**src/rtl/pwr_state_pkg.sv**
```systemverilog
// Package: shared state encoding and output bundle for the power state
// controller. Assumes a 3-bit state code that is visible at the top ports.
package pwr_state_pkg;

    typedef enum logic [2:0] {
        PS_NOSUP = 3'd0,
        PS_CFG   = 3'd1,
        PS_OFF   = 3'd2,
        PS_ACT   = 3'd3,
        PS_SLP   = 3'd4
    } pwr_state_e;

    typedef struct packed {
        logic glob_rst;
        logic por_n;
        logic reg_en;
        logic lowpwr;
    } pwr_out_t;

endpackage

```
**src/rtl/pwr_run_counter.sv**
```systemverilog
// Module: saturating run-length counter. It counts the consecutive clock
// edges at which 'run' is high, stops at LIMIT and clears on any edge
// where 'run' is low. 'at_limit' is high while run holds and the count
// has reached LIMIT. Assumes LIMIT >= 2.
module pwr_run_counter #(
    parameter int LIMIT = 8
) (
    input  logic clk,
    input  logic rst_n,
    input  logic run,
    output logic at_limit
);
    localparam int CW = $clog2(LIMIT + 1);
    localparam logic [CW-1:0] LIM_C = CW'(LIMIT);

    logic [CW-1:0] cnt;

    // Count consecutive run cycles, saturating at the limit.
    always_ff @(posedge clk) begin
        if (!rst_n) begin
            cnt <= '0;
        end else if (!run) begin
            cnt <= '0;
        end else if (cnt != LIM_C) begin
            cnt <= cnt + 1'b1;
        end
    end

    // Report the limit only while the qualifying condition is still present.
    always_comb at_limit = run && (cnt == LIM_C);

endmodule

```
**src/rtl/pwr_seq_fsm.sv**
```systemverilog
// Module: state sequencer. It takes the condition terms already combined
// by the top and steps through no-supply, configuration, off, active and
// sleep. The configuration stay is timed by an internal counter.
// Assumes CFG_CYC >= 1. Every condition input is sampled at the clock edge.
module pwr_seq_fsm
    import pwr_state_pkg::*;
#(
    parameter int CFG_CYC = 16
) (
    input  logic       clk,
    input  logic       rst_n,
    input  logic       supply_ok,
    input  logic       pon,        // any power-on source present
    input  logic       hard_off,   // thermal, device-off or long press
    input  logic       slp_ok,     // all sleep terms true
    input  logic       to_cfg,     // turn-off should pass through config
    output pwr_state_e state,
    output logic       cfg_first
);
    localparam int CCW = (CFG_CYC > 1) ? $clog2(CFG_CYC) : 1;
    localparam logic [CCW-1:0] CFG_LAST = CCW'(CFG_CYC - 1);

    pwr_state_e     nxt;
    logic [CCW-1:0] cfg_cnt;
    logic           off_req;
    pwr_state_e     off_tgt;

    // Turn-off request and where it leads.
    always_comb begin
        off_req = hard_off || !pon;
        off_tgt = to_cfg ? PS_CFG : PS_OFF;
    end

    // Next-state selection; loss of supply dominates every state.
    always_comb begin
        nxt = state;
        if (!supply_ok) begin
            nxt = PS_NOSUP;
        end else begin
            case (state)
                PS_NOSUP: nxt = PS_CFG;
                PS_CFG:   if (cfg_cnt == CFG_LAST) nxt = PS_OFF;
                PS_OFF:   if (pon && !hard_off) nxt = PS_ACT;
                PS_ACT: begin
                    if (off_req)     nxt = off_tgt;
                    else if (slp_ok) nxt = PS_SLP;
                end
                PS_SLP: begin
                    if (off_req)      nxt = off_tgt;
                    else if (!slp_ok) nxt = PS_ACT;
                end
                default:  nxt = PS_NOSUP;
            endcase
        end
    end

    // State register.
    always_ff @(posedge clk) begin
        if (!rst_n) state <= PS_NOSUP;
        else        state <= nxt;
    end

    // Configuration dwell counter: cleared on entry, advanced while inside.
    always_ff @(posedge clk) begin
        if (!rst_n) begin
            cfg_cnt <= '0;
        end else if (state != PS_CFG) begin
            cfg_cnt <= '0;
        end else if (cfg_cnt != CFG_LAST) begin
            cfg_cnt <= cfg_cnt + 1'b1;
        end
    end

    // First cycle of a configuration stay.
    always_comb cfg_first = (state == PS_CFG) && (cfg_cnt == '0);

endmodule

```
**src/rtl/pwr_out_decode.sv**
```systemverilog
// Module: Moore output decode. It maps the current state onto the reset,
// enable and low-power outputs. Assumes the state code is always legal;
// any other code is treated like no-supply.
module pwr_out_decode
    import pwr_state_pkg::*;
(
    input  pwr_state_e state,
    output pwr_out_t   outs
);
    // Per-state output levels.
    always_comb begin
        outs = '{glob_rst: 1'b0, por_n: 1'b0, reg_en: 1'b0, lowpwr: 1'b0};
        case (state)
            PS_NOSUP: outs.glob_rst = 1'b1;
            PS_CFG:   ;
            PS_OFF:   ;
            PS_ACT: begin
                outs.por_n  = 1'b1;
                outs.reg_en = 1'b1;
            end
            PS_SLP: begin
                outs.por_n  = 1'b1;
                outs.reg_en = 1'b1;
                outs.lowpwr = 1'b1;
            end
            default:  outs.glob_rst = 1'b1;
        endcase
    end

endmodule

```
**src/rtl/pwr_state_ctrl.sv**
```systemverilog
// Module: top of the power state controller. It combines pins and register
// bits into power-on, power-off and sleep terms, runs the long-press and
// wake-window timers, sequences the state and drives the outputs.
// Assumes all inputs are synchronous to clk. Timer lengths are in cycles.
module pwr_state_ctrl
    import pwr_state_pkg::*;
#(
    parameter int LP_CYC       = 20_000_000,
    parameter int WAKE_CYC     = 2_000_000,
    parameter int CFG_CYC      = 16,
    parameter bit PRESS_TO_CFG = 1'b0
) (
    input  logic       clk,
    input  logic       rst_n,
    input  logic       supply_ok,
    input  logic       pwr_btn_n,
    input  logic       hold_pin,
    input  logic       sleep_pin,
    input  logic       therm_sd,
    input  logic       irq_pend,
    input  logic       hold_bit,
    input  logic       dev_off_bit,
    input  logic       sleep_en_bit,
    input  logic       sleep_pol_bit,
    input  logic       lp_dis_bit,
    input  logic       load_dflt_bit,
    input  logic       lp_irq_clr,
    output logic [2:0] state_o,
    output logic       glob_rst,
    output logic       por_n,
    output logic       reg_en,
    output logic       lowpwr_req,
    output logic       dflt_load,
    output logic       lp_irq
);
    logic       press_run;
    logic       lp_long;
    logic       wake_spent;
    logic       wake_on;
    logic       pon;
    logic       hard_off;
    logic       slp_ok;
    logic       to_cfg;
    logic       cfg_first;
    logic       lp_flag;
    pwr_state_e state;
    pwr_out_t   outs;

    // Press timing runs only while the button is down and the feature is on.
    always_comb press_run = !pwr_btn_n && !lp_dis_bit;

    pwr_run_counter #(.LIMIT(LP_CYC)) i_press_cnt (
        .clk      (clk),
        .rst_n    (rst_n),
        .run      (press_run),
        .at_limit (lp_long)
    );

    pwr_run_counter #(.LIMIT(WAKE_CYC)) i_wake_cnt (
        .clk      (clk),
        .rst_n    (rst_n),
        .run      (irq_pend),
        .at_limit (wake_spent)
    );

    // Combine the pin and register terms into the sequencer's conditions.
    always_comb begin
        wake_on  = irq_pend && !wake_spent;
        pon      = !pwr_btn_n || hold_pin || hold_bit || wake_on;
        hard_off = therm_sd || dev_off_bit || lp_long;
        slp_ok   = (sleep_pin == sleep_pol_bit) && sleep_en_bit && !irq_pend;
    end

    // Turn-off destination; the parameter picks whether a long press forces config.
    generate
        if (PRESS_TO_CFG) begin : g_press_cfg
            always_comb to_cfg = load_dflt_bit || lp_long;
        end else begin : g_press_off
            always_comb to_cfg = load_dflt_bit;
        end
    endgenerate

    pwr_seq_fsm #(.CFG_CYC(CFG_CYC)) i_seq (
        .clk       (clk),
        .rst_n     (rst_n),
        .supply_ok (supply_ok),
        .pon       (pon),
        .hard_off  (hard_off),
        .slp_ok    (slp_ok),
        .to_cfg    (to_cfg),
        .state     (state),
        .cfg_first (cfg_first)
    );

    pwr_out_decode i_dec (
        .state (state),
        .outs  (outs)
    );

    // Sticky long-press flag: setting wins over a clear request.
    always_ff @(posedge clk) begin
        if (!rst_n)          lp_flag <= 1'b0;
        else if (lp_long)    lp_flag <= 1'b1;
        else if (lp_irq_clr) lp_flag <= 1'b0;
    end

    // Drive the ports.
    always_comb begin
        state_o    = state;
        glob_rst   = outs.glob_rst;
        por_n      = outs.por_n;
        reg_en     = outs.reg_en;
        lowpwr_req = outs.lowpwr;
        dflt_load  = cfg_first;
        lp_irq     = lp_flag;
    end

endmodule

```
**config.mk**
```make
export PLATFORM = sky130hd
export DESIGN_NAME = pwr_state_ctrl
export DESIGN_NICKNAME = d
export VERILOG_FILES = /design/src/rtl/pwr_state_pkg.sv /design/src/rtl/pwr_run_counter.sv /design/src/rtl/pwr_seq_fsm.sv /design/src/rtl/pwr_out_decode.sv /design/src/rtl/pwr_state_ctrl.sv
export SDC_FILE = /design/constraint.sdc
export NUM_CORES = 1
export LEC_CHECK = 0
export ABC_AREA = 1
export BUFFER_PORTS_ARGS = -buffer_cell sky130_fd_sc_hd__buf_2
export CORE_ASPECT_RATIO = 1.5
export CORE_MARGIN = 5
export CORE_UTILIZATION = 50
export CTS_CLUSTER_SIZE = 20
export DETAILED_ROUTE_END_ITERATION = 6
export PLACE_DENSITY = 0.71
export SLEW_MARGIN = 10
export SYNTH_ARGS = -nofsm -noshare
export SYNTH_HDL_FRONTEND = slang
export SYNTH_SLANG_ARGS = --single-unit
```
**constraint.sdc**
```tcl
create_clock -name clk -period 1.8 [get_ports clk]
set_input_delay 0.18 -clock clk [delete_from_list [all_inputs] [get_ports clk]]
set_output_delay 0.18 -clock clk [all_outputs]
set_load 0.01 [all_outputs]
```
# [Yosys cells after proc, flatten, opt, wreduce, memory -nomap -nowiden]
# Index checks and enable logic that the tools add are counted.
[op_classes] n_addsub=3 mul=0 div=0 n_lt_le_gt_ge=0 n_eq_ne=16 shift=0 n_mux=13 bitwise=1 reduce_logical=30
[op_table] cell="adder 25 x 1 -> 25 bit, second input constant" count=1
[op_table] cell="== test 25 bit, second input constant" count=1
[op_table] cell="!= test 25 bit, second input constant" count=1
[op_table] cell="adder 21 x 1 -> 21 bit, second input constant" count=1
[op_table] cell="== test 21 bit, second input constant" count=1
[op_table] cell="!= test 21 bit, second input constant" count=1
[op_table] cell="2-to-1 mux 3 bit" count=6
[op_table] cell="case mux 3 bit (5 select lines)" count=1
[op_table] cell="logical AND 1 bit" count=8
[op_table] cell="== test 3 x 2 -> 1 bit, second input constant" count=2
[op_table] cell="zero test 1 bit" count=6
[op_table] cell="logical OR 1 bit" count=6
[op_table] cell="!= test 3 bit, second input constant" count=2
[op_table] cell="AND reduction 2 bit" count=3
[op_table] cell="adder 4 x 1 -> 4 bit, second input constant" count=1
[op_table] cell="== test 4 bit, second input constant" count=1
[op_table] cell="zero test 4 bit" count=1
[op_table] cell="2-to-1 mux 1 bit" count=4
[op_table] cell="2-to-1 mux 2 bit" count=2
[op_table] cell="!= test 2 bit, second input constant" count=2
[op_table] cell="!= test 4 bit, second input constant" count=1
[op_table] cell="AND reduction 4 bit" count=1
[op_table] cell="OR reduction 2 bit" count=2
[op_table] cell="OR reduction 4 bit" count=1
[op_table] cell="other kinds (7)" count=7
[totals] ff_bits=54 latch_bits=0 mem_bits_rw=0 romBits=0 inputBits=15 output_inout_bits=9 mem_count=0

# [Depth between registers and ports, before layout]
# Gate-level depths: netlist of run 1.
[logic_depth] depth_word=9 mapped_depth=16 ltp_nobuf=16

# [Hierarchy]
# From an unflattened synthesis of run 1, not the netlist that was laid out.
[unflattened] cells_unflattened=524 area_unflattened_um2=3261.9
[modules_own_cells] mod="pwr_run_counter at i_press_cnt" instances=1 cells_each=221 area_each_um2=1396.3
[modules_own_cells] mod="pwr_run_counter at i_wake_cnt" instances=1 cells_each=190 area_each_um2=1207.4
[modules_own_cells] mod="pwr_seq_fsm" instances=1 cells_each=80 area_each_um2=486.7
[modules_own_cells] mod="pwr_state_ctrl" instances=1 cells_each=22 area_each_um2=106.4
[modules_own_cells] mod="pwr_out_decode" instances=1 cells_each=11 area_each_um2=65.1

# [Worst setup path before layout of run 1]
# No wires, ideal clock.
[synth_timing] kind="flip-flop to flip-flop" start="register i_press_cnt.cnt[0]" end="register i_press_cnt.cnt[20]" setup_ns=0.130 arrival_time_ns=1.594 slack_ns=0.075 stages_incl_launch_ff=10 n_path_buf=0 synth_period_minus_slack_ns=1.725 cell_sequence="dfxtp_1 > ha_1 > nand2_2 > nor3_2 > nand2_2 > nor2_4 > nand4_4 > nand3b_1 > nor3_1 > nor3_2"
[synth_between] elab_chain_len=1 word_cells_on_any_way=2 cone_classes="add/sub: 1; eq/ne: 1"
[synth_rtl] item="start: declaration" line="pwr_run_counter.sv:16" text="logic [CW-1:0] cnt;"
[synth_rtl] item="start signal: assignment" line="pwr_run_counter.sv:25" text="cnt <= cnt + 1'b1;"
[synth_rtl] item="adder 25 x 1 -> 25 bit / != test 25 bit (equally long branches)" line="pwr_run_counter.sv:25, pwr_run_counter.sv:24"
# Several ways; a longest one is shown, not always the timed one.
# A chain may end at the register's enable or synchronous reset.

# [Worst setup path after layout of run 1]
[layout_timing] start="register i_wake_cnt.cnt[1]" end="register i_wake_cnt.cnt[18]"
[layout_between] elab_chain_len=1 word_cells_on_any_way=2 cone_classes="add/sub: 1; eq/ne: 1"
[layout_rtl] item="start: declaration" line="pwr_run_counter.sv:16"
[layout_rtl] item="start signal: assignment" line="pwr_run_counter.sv:25"
[layout_rtl] item="adder 21 x 1 -> 21 bit / != test 21 bit (equally long branches)" line="pwr_run_counter.sv:25, pwr_run_counter.sv:24"
# Several ways; a longest one is shown, not always the timed one.

==> results.md, run 1 <==
- Outcome: completed
- ANT nets after route: 0
- Clock Pin Slew Worst Setup and Hold Paths: 0.09 ns
- Via count of the first global-routing pass: 2731
- Count of input and output buffers: 23
- Initial antenna violation count: 0
- Fraction of layout cells with a size suffix above 1: a little over a quarter
- Relative max-transition margin: 69.46%
- Total overflow reported by the global router: 0
- Core Region: 5786 sq um
- CP Cell Sequence: ha_4 > nand2_2 > nor2_2 > inv_1 > nor2_2 > nand2_2 > inv_2 > nand4_1 > nor2_4 > buf_6 > and3_4 > nor3_2
- Tightest Hold Check Type: primary input to flip-flop
- First-pass GRT wire length: 11090 um
- Top FF cell, synth: sky130_fd_sc_hd__dfxtp_1
- Most congested layer reported by global routing: met2
- Highest ir drop seen on vdd: 0.5356 mV
- Final critical-path required period: 1.767 ns
- Met1 usage: between 10% and 20%
- I/O Pins: 24
- Number of enable-type register cells in the synthesized netlist: 0
- TNS Setup: 0 ns
- Max Fclk: 0.5658 GHz
- Static leakage: 1.440 nW
- Post-synthesis cell type count: 36
- Period utilisation layout: 98.18%
- Flip-flop and latch count after synthesis: 54
- Starting density of the core: 51.12%
- Top cell type's share of synthesized area: roughly 37%
- Slowest cell on the critical path: sky130_fd_sc_hd__dfxtp_2
- Number of clock buffers inserted by TritonCTS: 5
- Placement Setup Slack: -0.04771 ns
- Area growth from synthesis to final layout: 20.73%
- Final count of pins violating max slew: 0
- Worst setup SP type: flip-flop
- Transition time of the tightest slew-check pin: around 0.45 ns
- Number of vias per cell after detailed routing: 5.211
- Number of rows created at floorplan: 34
- Final-layout fill cell count: 540
- Height of the die: approximately 100 um
- Depth of the CTS H-tree: 2
- Arrival time at the worst endpoint: 1.96 ns
- Estimated wirelength of the detail-placed design: 4988 um
- Type of the worst setup path: flip-flop to flip-flop
- Total vias in the final route: ~2900
- DRC viols: 0
- Tot GR Track Use: roughly 18%
- Clock skew after layout: ~0.0092 ns
- Worst-case clock buffer depth: 2
- Final Hold Viols: 0
- Count of max-cap constraint violations: 0
- Sink Count: 54
- Final setup viols: 0
- Stage delay of the slowest cell on the critical path: 0.36 ns
- Cell at the root of the clock tree: sky130_fd_sc_hd__clkbuf_8
- Net count of the mapped netlist: 449
- TritonCTS clock tree: yes
- Setup ws final: 0.03270 ns
- Maximum number of pins on one net before global-route repair: 16
- Final RePlAce weighted congestion: 0.9212
- Met3 layer usage reported by global route: 2.805%
- Sequential fraction of the synthesis area: ~37%
- Maximum fanout encountered on the critical timing path: 3
- Count of yosys warnings during synthesis: 0
- Cell count after synthesis: 428
- GR met2 Demand/Resource: 33.85%
- Area enclosed by the die boundary: 7586 sq um
- Final WL: 6641 um
- Clock latency on the worst-skew pair: 0.30 ns
- Mean area per synthesized cell: 6.911 sq um
- Number of nets in the layout: 499
- Most area-hungry cell type in the Yosys netlist: sky130_fd_sc_hd__dfxtp_1
- Pre-Repair DR Iteration Count: 4
- CP Capture Type: flip-flop
- Cells taking the most area after synthesis: sky130_fd_sc_hd__dfxtp_1, sky130_fd_sc_hd__nand2_1, sky130_fd_sc_hd__inv_1, sky130_fd_sc_hd__nor2_1, sky130_fd_sc_hd__a21oi_1
- Data required, critical path: 2.00 ns
- Power density over the cells: between 500 and 600 nW/um^2
- DRT iter0 DRCs: 102
- Diodes inserted: 0
- Mapped cell area: a little under 3000 sq um
- X dimension of the die: 72.80 um
- Unrepaired setup endpoints after global routing: yes
- Async set-reset flop share out of synthesis: 0%
- Routed wire length per instance: 12.07 um
## through the flow
stage / power, mW / std cells / utilization [%] / hold slack, ns / instance area [sq um]
after global placement: 1.404 / 532 / 56.03 / 0.4516 / 3242
after global routing: 2.124 / 550 / 61.72 / 0.1865 / 3571
final: 2.036 / 550 / 61.72 / 0.1710 / 3571
after floorplan: 1.347 / 428 / - / 0.3149 / 2958
after CTS: 2.058 / 540 / 58.02 / 0.1532 / 3357
after detailed placement: 1.407 / 532 / 56.03 / 0.4543 / 3242
## synthesized netlist by cell type (3+ instances only)
cell	number
sky130_fd_sc_hd__a211oi_1	3
sky130_fd_sc_hd__a21oi_1	38
sky130_fd_sc_hd__and3_1	3
sky130_fd_sc_hd__dfxtp_1	54
sky130_fd_sc_hd__ha_1	6
sky130_fd_sc_hd__inv_1	70
sky130_fd_sc_hd__nand2_1	74
sky130_fd_sc_hd__nand3_1	22
sky130_fd_sc_hd__nand3b_1	3
sky130_fd_sc_hd__nand4_1	6
sky130_fd_sc_hd__nor2_1	51
sky130_fd_sc_hd__nor2_2	5
sky130_fd_sc_hd__nor2_4	5
sky130_fd_sc_hd__nor3_1	24
sky130_fd_sc_hd__nor3_2	6
sky130_fd_sc_hd__nor4_1	4
sky130_fd_sc_hd__o21a_1	3
sky130_fd_sc_hd__o21ai_0	24
## per-layer routing
layer | vias up | part of all wire [%]
met5 | - | 0
met4 | 0 | 2.8
met3 | 14 | 2.0
met2 | 36 | 55
met1 | 1326 | 40
li1 | 1490 | -
## power by group
group	leakage, nW	internal (mW)	total, mW	switching (mW)
Clock	0.0438	0.263	0.643	0.381
Combinational	0.955	0.0711	0.179	0.108
Sequential	0.442	1.20	1.21	0.0122
## final timing paths
| path | startpoint | to | slack, ns | cells after the start |
|---|---|---|---|---|
| worst max-delay path | i_wake_cnt.cnt[1] | i_wake_cnt.cnt[18] | 0.03 | 12 |
| worst min-delay path | rst_n | lp_irq | 0.17 | 3 |
| worst max register to register | i_wake_cnt.cnt[1] | i_wake_cnt.cnt[18] | 0.03 | 12 |
| worst min register to register | i_wake_cnt.cnt[19] | i_wake_cnt.cnt[19] | 0.47 | 1 |
## sequential cells by signal (all words and copies together) (netlist names)
signal,cells
i_press_cnt.cnt,25
i_wake_cnt.cnt,21
i_seq.cfg_cnt,4
i_seq.state,3
lp_irq,1
## critical path, delay by kind of cell, from the launching register on
kind                     cells  cell delay (ns)
adder cells (fa/ha/maj)      1             0.14
buffers and inverters        3             0.24
flip-flops                   1             0.36
AND/OR/NAND/NOR              8             0.93
## layout by cell type, fill, tap and decap left out, drive strengths merged
cell,count
nand3b,3
nand3,24
nor4,5
buf,47
nand4,8
ha,6
nor3b,1
nor3,32
dfxtp,54
o21a,3
a211oi,3
inv,72
a31oi,2
or2,3
o21ai,25
clkinv,2
a21oi,38
xnor2,1
nor2,61
and3,3
nand2,78
xor2,2
clkbuf,5
## area by class of cell
class,count,area [sq um],share of cell area [%]
inverters,72,270.3,7.568
flip-flops and latches,54,1100,30.80
clock inverters,2,10.01,0.2803
well taps,72,90.09,2.523
clock buffers,5,68.82,1.927
repair buffers,47,299.0,8.374
multi-input cells,298,1733,48.53
## what timing repair did
item / 4_1_cts / 5_1_grt
resized for setup: 10 / 48
cloned: 0 / 0
endpoints found under the setup margin: 5 / 20
pin swaps: 3 / 17
buffers inserted: 1 / 10
hold buffers: 0 / 0
## cell families after synthesis
group	count (synthesis)	share of synthesized area [%]
XOR/XNOR	3	0.8885
AND/OR/NAND/NOR	218	37.65
AO/OA/AOI/OAI	71	12.61
buffers and inverters	76	9.772
adder cells (fa/ha/maj)	6	2.538
flip-flops	54	36.55
(Power assumes the default switching activity.)
==> inputs of run 2 (changes only) <==
--- a/config.mk
+++ b/config.mk
@@ -13,6 +13,8 @@
 export CTS_CLUSTER_SIZE = 20
 export DETAILED_ROUTE_END_ITERATION = 6
 export PLACE_DENSITY = 0.71
+export REMOVE_ABC_BUFFERS = 1
+export SKIP_LAST_GASP = 1
 export SLEW_MARGIN = 10
 export SYNTH_ARGS = -nofsm -noshare
 export SYNTH_HDL_FRONTEND = slang
==> run 2 against run 1 <==
  * Sequential share of layout area decreased by 0.70 points
  * Cell area increased by 2.5%
  * Hold slack got worse by 0.011 ns
  * Sequential power about the same
  * Fmax decreased by 0.24%
  * Register-to-register slack about the same
  * Clock power increased by 54%
  * Critical path type unchanged
==> results.md, run 2 (synthesis gave the netlist of run 1 again) <==
- Final count of pins violating max slew: 0 (unchanged)
- Data required, critical path: 2.03 ns (+0.03 ns)
- Depth of the CTS H-tree: 2 (unchanged)
- Post-placement cell count: 535 (+0.56%)
- Largest register by flop count: i_press_cnt.cnt
- Count of max-cap constraint violations: 0 (unchanged)
- Tot GR Track Use: 17.81% (about the same)
- Tightest Hold Check Type: primary input to flip-flop
- Initial antenna violation count: 0 (unchanged)
- Post-layout utilization of the core: 63.24% (+1.5 points)
- Period utilisation layout: 98.42% (+0.23 points)
- Via count of the first global-routing pass: 2725 (-0.22%)
- Largest registers: i_press_cnt.cnt (25), i_wake_cnt.cnt (21), i_seq.cfg_cnt (4)
- Final critical-path required period: 1.771 ns (+0.004189 ns)
- Total vias in the final route: 2840 (-0.91%)
- Most frequent standard cell in the layout excluding fill and tap cells: sky130_fd_sc_hd__nand2_1
- Height of the die: 104.2 um (unchanged)
- Type of the worst setup path: flip-flop to flip-flop
- Most congested layer reported by global routing: met2
- Arrival time at the worst endpoint: 2.00 ns (+0.04 ns)
- Register-to-Register Setup Slack: 0.03 ns (about the same)
- Slowest cell on the critical path: sky130_fd_sc_hd__dfxtp_2
- Worst-case clock buffer depth: 2 (unchanged)
- Final WL: 6585 um (-0.84%)
- Relative max-transition margin: 68.04% (-1.4 points)
- Fraction of layout cells with a size suffix above 1: 28.27% (+1.3 points)
- Clock Pin Slew Worst Setup and Hold Paths: 0.10 ns (about the same)
- Maximum number of pins on one net before global-route repair: 17 (+1)
- Cell at the root of the clock tree: sky130_fd_sc_hd__clkbuf_8
- Clock latency on the worst-skew pair: 0.31 ns (about the same)
- Largest register FFs: 25 (unchanged)
- Number of rows created at floorplan: 34 (unchanged)
- Highest ir drop seen on vdd: 0.4438 mV (-17%)
- Max Fclk: 0.5645 GHz (-0.24%)
- Stage delay of the slowest cell on the critical path: 0.36 ns (about the same)
- Unrepaired setup endpoints after global routing: yes
- Worst Hold Margin: 0.1605 ns (-0.01051 ns)
- Transition time of the tightest slew-check pin: 0.4750 ns (+0.02107 ns)
- DRT iter0 DRCs: 121 (+19%)
- X dimension of the die: 72.80 um (unchanged)
- Total overflow reported by the global router: 0 (unchanged)
- ANT nets after route: 0 (unchanged)
- CP Cell Sequence: inv_2 > buf_4 > nor3_4 > nand2_1 > nor2_2 > nand2_2 > nor3_4 > nand2_2 > nor3_2 > nor2_1 > nor3_2
- Final RePlAce weighted congestion: 0.8818 (-4.3%)
- Hold-fix buffers, CTS: 0 (unchanged)
- Met1 usage: 19.24% (+0.76 points)
- CP Capture Type: flip-flop
- Number of nets in the layout: 501 (+0.40%)
- Met3 layer usage reported by global route: 2.998% (+0.19 points)
- Final Hold Viols: 0 (unchanged)
- Starting density of the core: 51.12% (unchanged)
- Sink Count: 54 (unchanged)
- Clock skew after layout: 0.01381 ns (+0.004585 ns)
- Outcome: completed
- Pre-Repair DR Iteration Count: 4 (unchanged)
- Power density over the cells: 652.2 nW/um^2 (+14%)
- Number of vias per cell after detailed routing: 5.136 (-1.4%)
- TritonCTS clock tree: yes
- Final non-filler cell total: 553 (+0.55%)
- Worst setup SP type: flip-flop
- Family with the most delay on the worst path: simple AND/OR/NAND/NOR gates
- Core Region: 5786 sq um (unchanged)
- GR met2 Demand/Resource: 33.33% (-0.52 points)
- Estimated wirelength of the detail-placed design: 4896 um (-1.8%)
- First-pass GRT wire length: 11180 um (+0.87%)
- Final setup viols: 0 (unchanged)
- Setup ws final: 0.02851 ns (-0.004189 ns)
- Maximum fanout encountered on the critical timing path: 3 (unchanged)
- I/O Pins: 24 (unchanged)
- Count of input and output buffers: 23 (unchanged)
- Commonest cells after routing, fill and taps aside: sky130_fd_sc_hd__nand2_1, sky130_fd_sc_hd__inv_1, sky130_fd_sc_hd__nor2_1
- Routed wire length per instance: 11.91 um (-1.4%)
- Placement Setup Slack: -0.03435 ns (+0.01336 ns)
- DRC viols: 0 (unchanged)
- Static leakage: 1.481 nW (+2.8%)
- Diodes inserted: 0 (unchanged)
- Area enclosed by the die boundary: 7586 sq um (unchanged)
- Buffers plus inverters on the worst setup path: 2 (-1)
- Area growth from synthesis to final layout: 23.69%
- Number of clock buffers inserted by TritonCTS: 5 (unchanged)
-- run 2: cell types whose count changed in the layout (fill, tap and decap cells not counted), sizes merged --
cell	delta
buf	+2
bufinv	+2
clkbuf	+1
clkinv	-2
-- run 2: power by group --
group,internal [mW],switching (mW),total [mW]
logic,0.0727,0.108,0.181
clock network,0.593,0.397,0.990
registers,1.20,0.0127,1.22
-- run 2: cell type report --
type | instances | area (sq um)
Inverter | 72 | 272.8
Fill cell | 546 | 2127
Sequential cell | 54 | 1101
Tap cell | 72 | 90.09
Clock inverter | 2 | 60.06
Multi-Input combinational cell | 298 | 1742
Timing Repair Buffer | 49 | 310.3
Clock buffer | 6 | 82.58
-- run 2: worst reg2reg max path, cell delays in order, from the launching register on --
cell and delay (ns):
sky130_fd_sc_hd__dfxtp_2 0.36, sky130_fd_sc_hd__inv_2 0.06, sky130_fd_sc_hd__buf_4 0.14, sky130_fd_sc_hd__nor3_4 0.18, sky130_fd_sc_hd__nand2_1 0.08, sky130_fd_sc_hd__nor2_2 0.15
sky130_fd_sc_hd__nand2_2 0.11, sky130_fd_sc_hd__nor3_4 0.25, sky130_fd_sc_hd__nand2_2 0.11, sky130_fd_sc_hd__nor3_2 0.11, sky130_fd_sc_hd__nor2_1 0.06, sky130_fd_sc_hd__nor3_2 0.09
-- run 2: worst paths after layout --
kind         cells after the start            endpoint                from
max                             11  i_wake_cnt.cnt[13]   i_wake_cnt.cnt[0]
min                              4              lp_irq          lp_irq_clr
max reg2reg                     11  i_wake_cnt.cnt[13]   i_wake_cnt.cnt[0]
min reg2reg                      1  i_wake_cnt.cnt[19]  i_wake_cnt.cnt[19]
-- run 2: routing by layer --
metal  vias to the layer above  wire, um
met3                        10       122
met2                        27      3665
met4                         0       110
met5                         -         0
li1                       1500         -
met1                      1303      2686
-- run 2: what timing repair did --
item                       CTS  global route
setup endpoints to repair    3            21
resized for setup            3            59
pin swaps                    2            31
setup buffers                2             8
-- run 2: stage by stage --
| step | power, mW | area, sq um | TNS [ns] |
|---|---|---|---|
| 6_report | 2.386 | 3659 | 0 |
| 5_1_grt | 2.486 | 3659 | -0.7421 |
| 4_1_cts | 2.397 | 3430 | 0 |
| 3_5_place_dp | 1.406 | 3264 | -0.05019 |
| 3_3_place_gp | 1.403 | 3264 | 0 |
| 2_1_floorplan | 1.343 | 2939 | 0 |
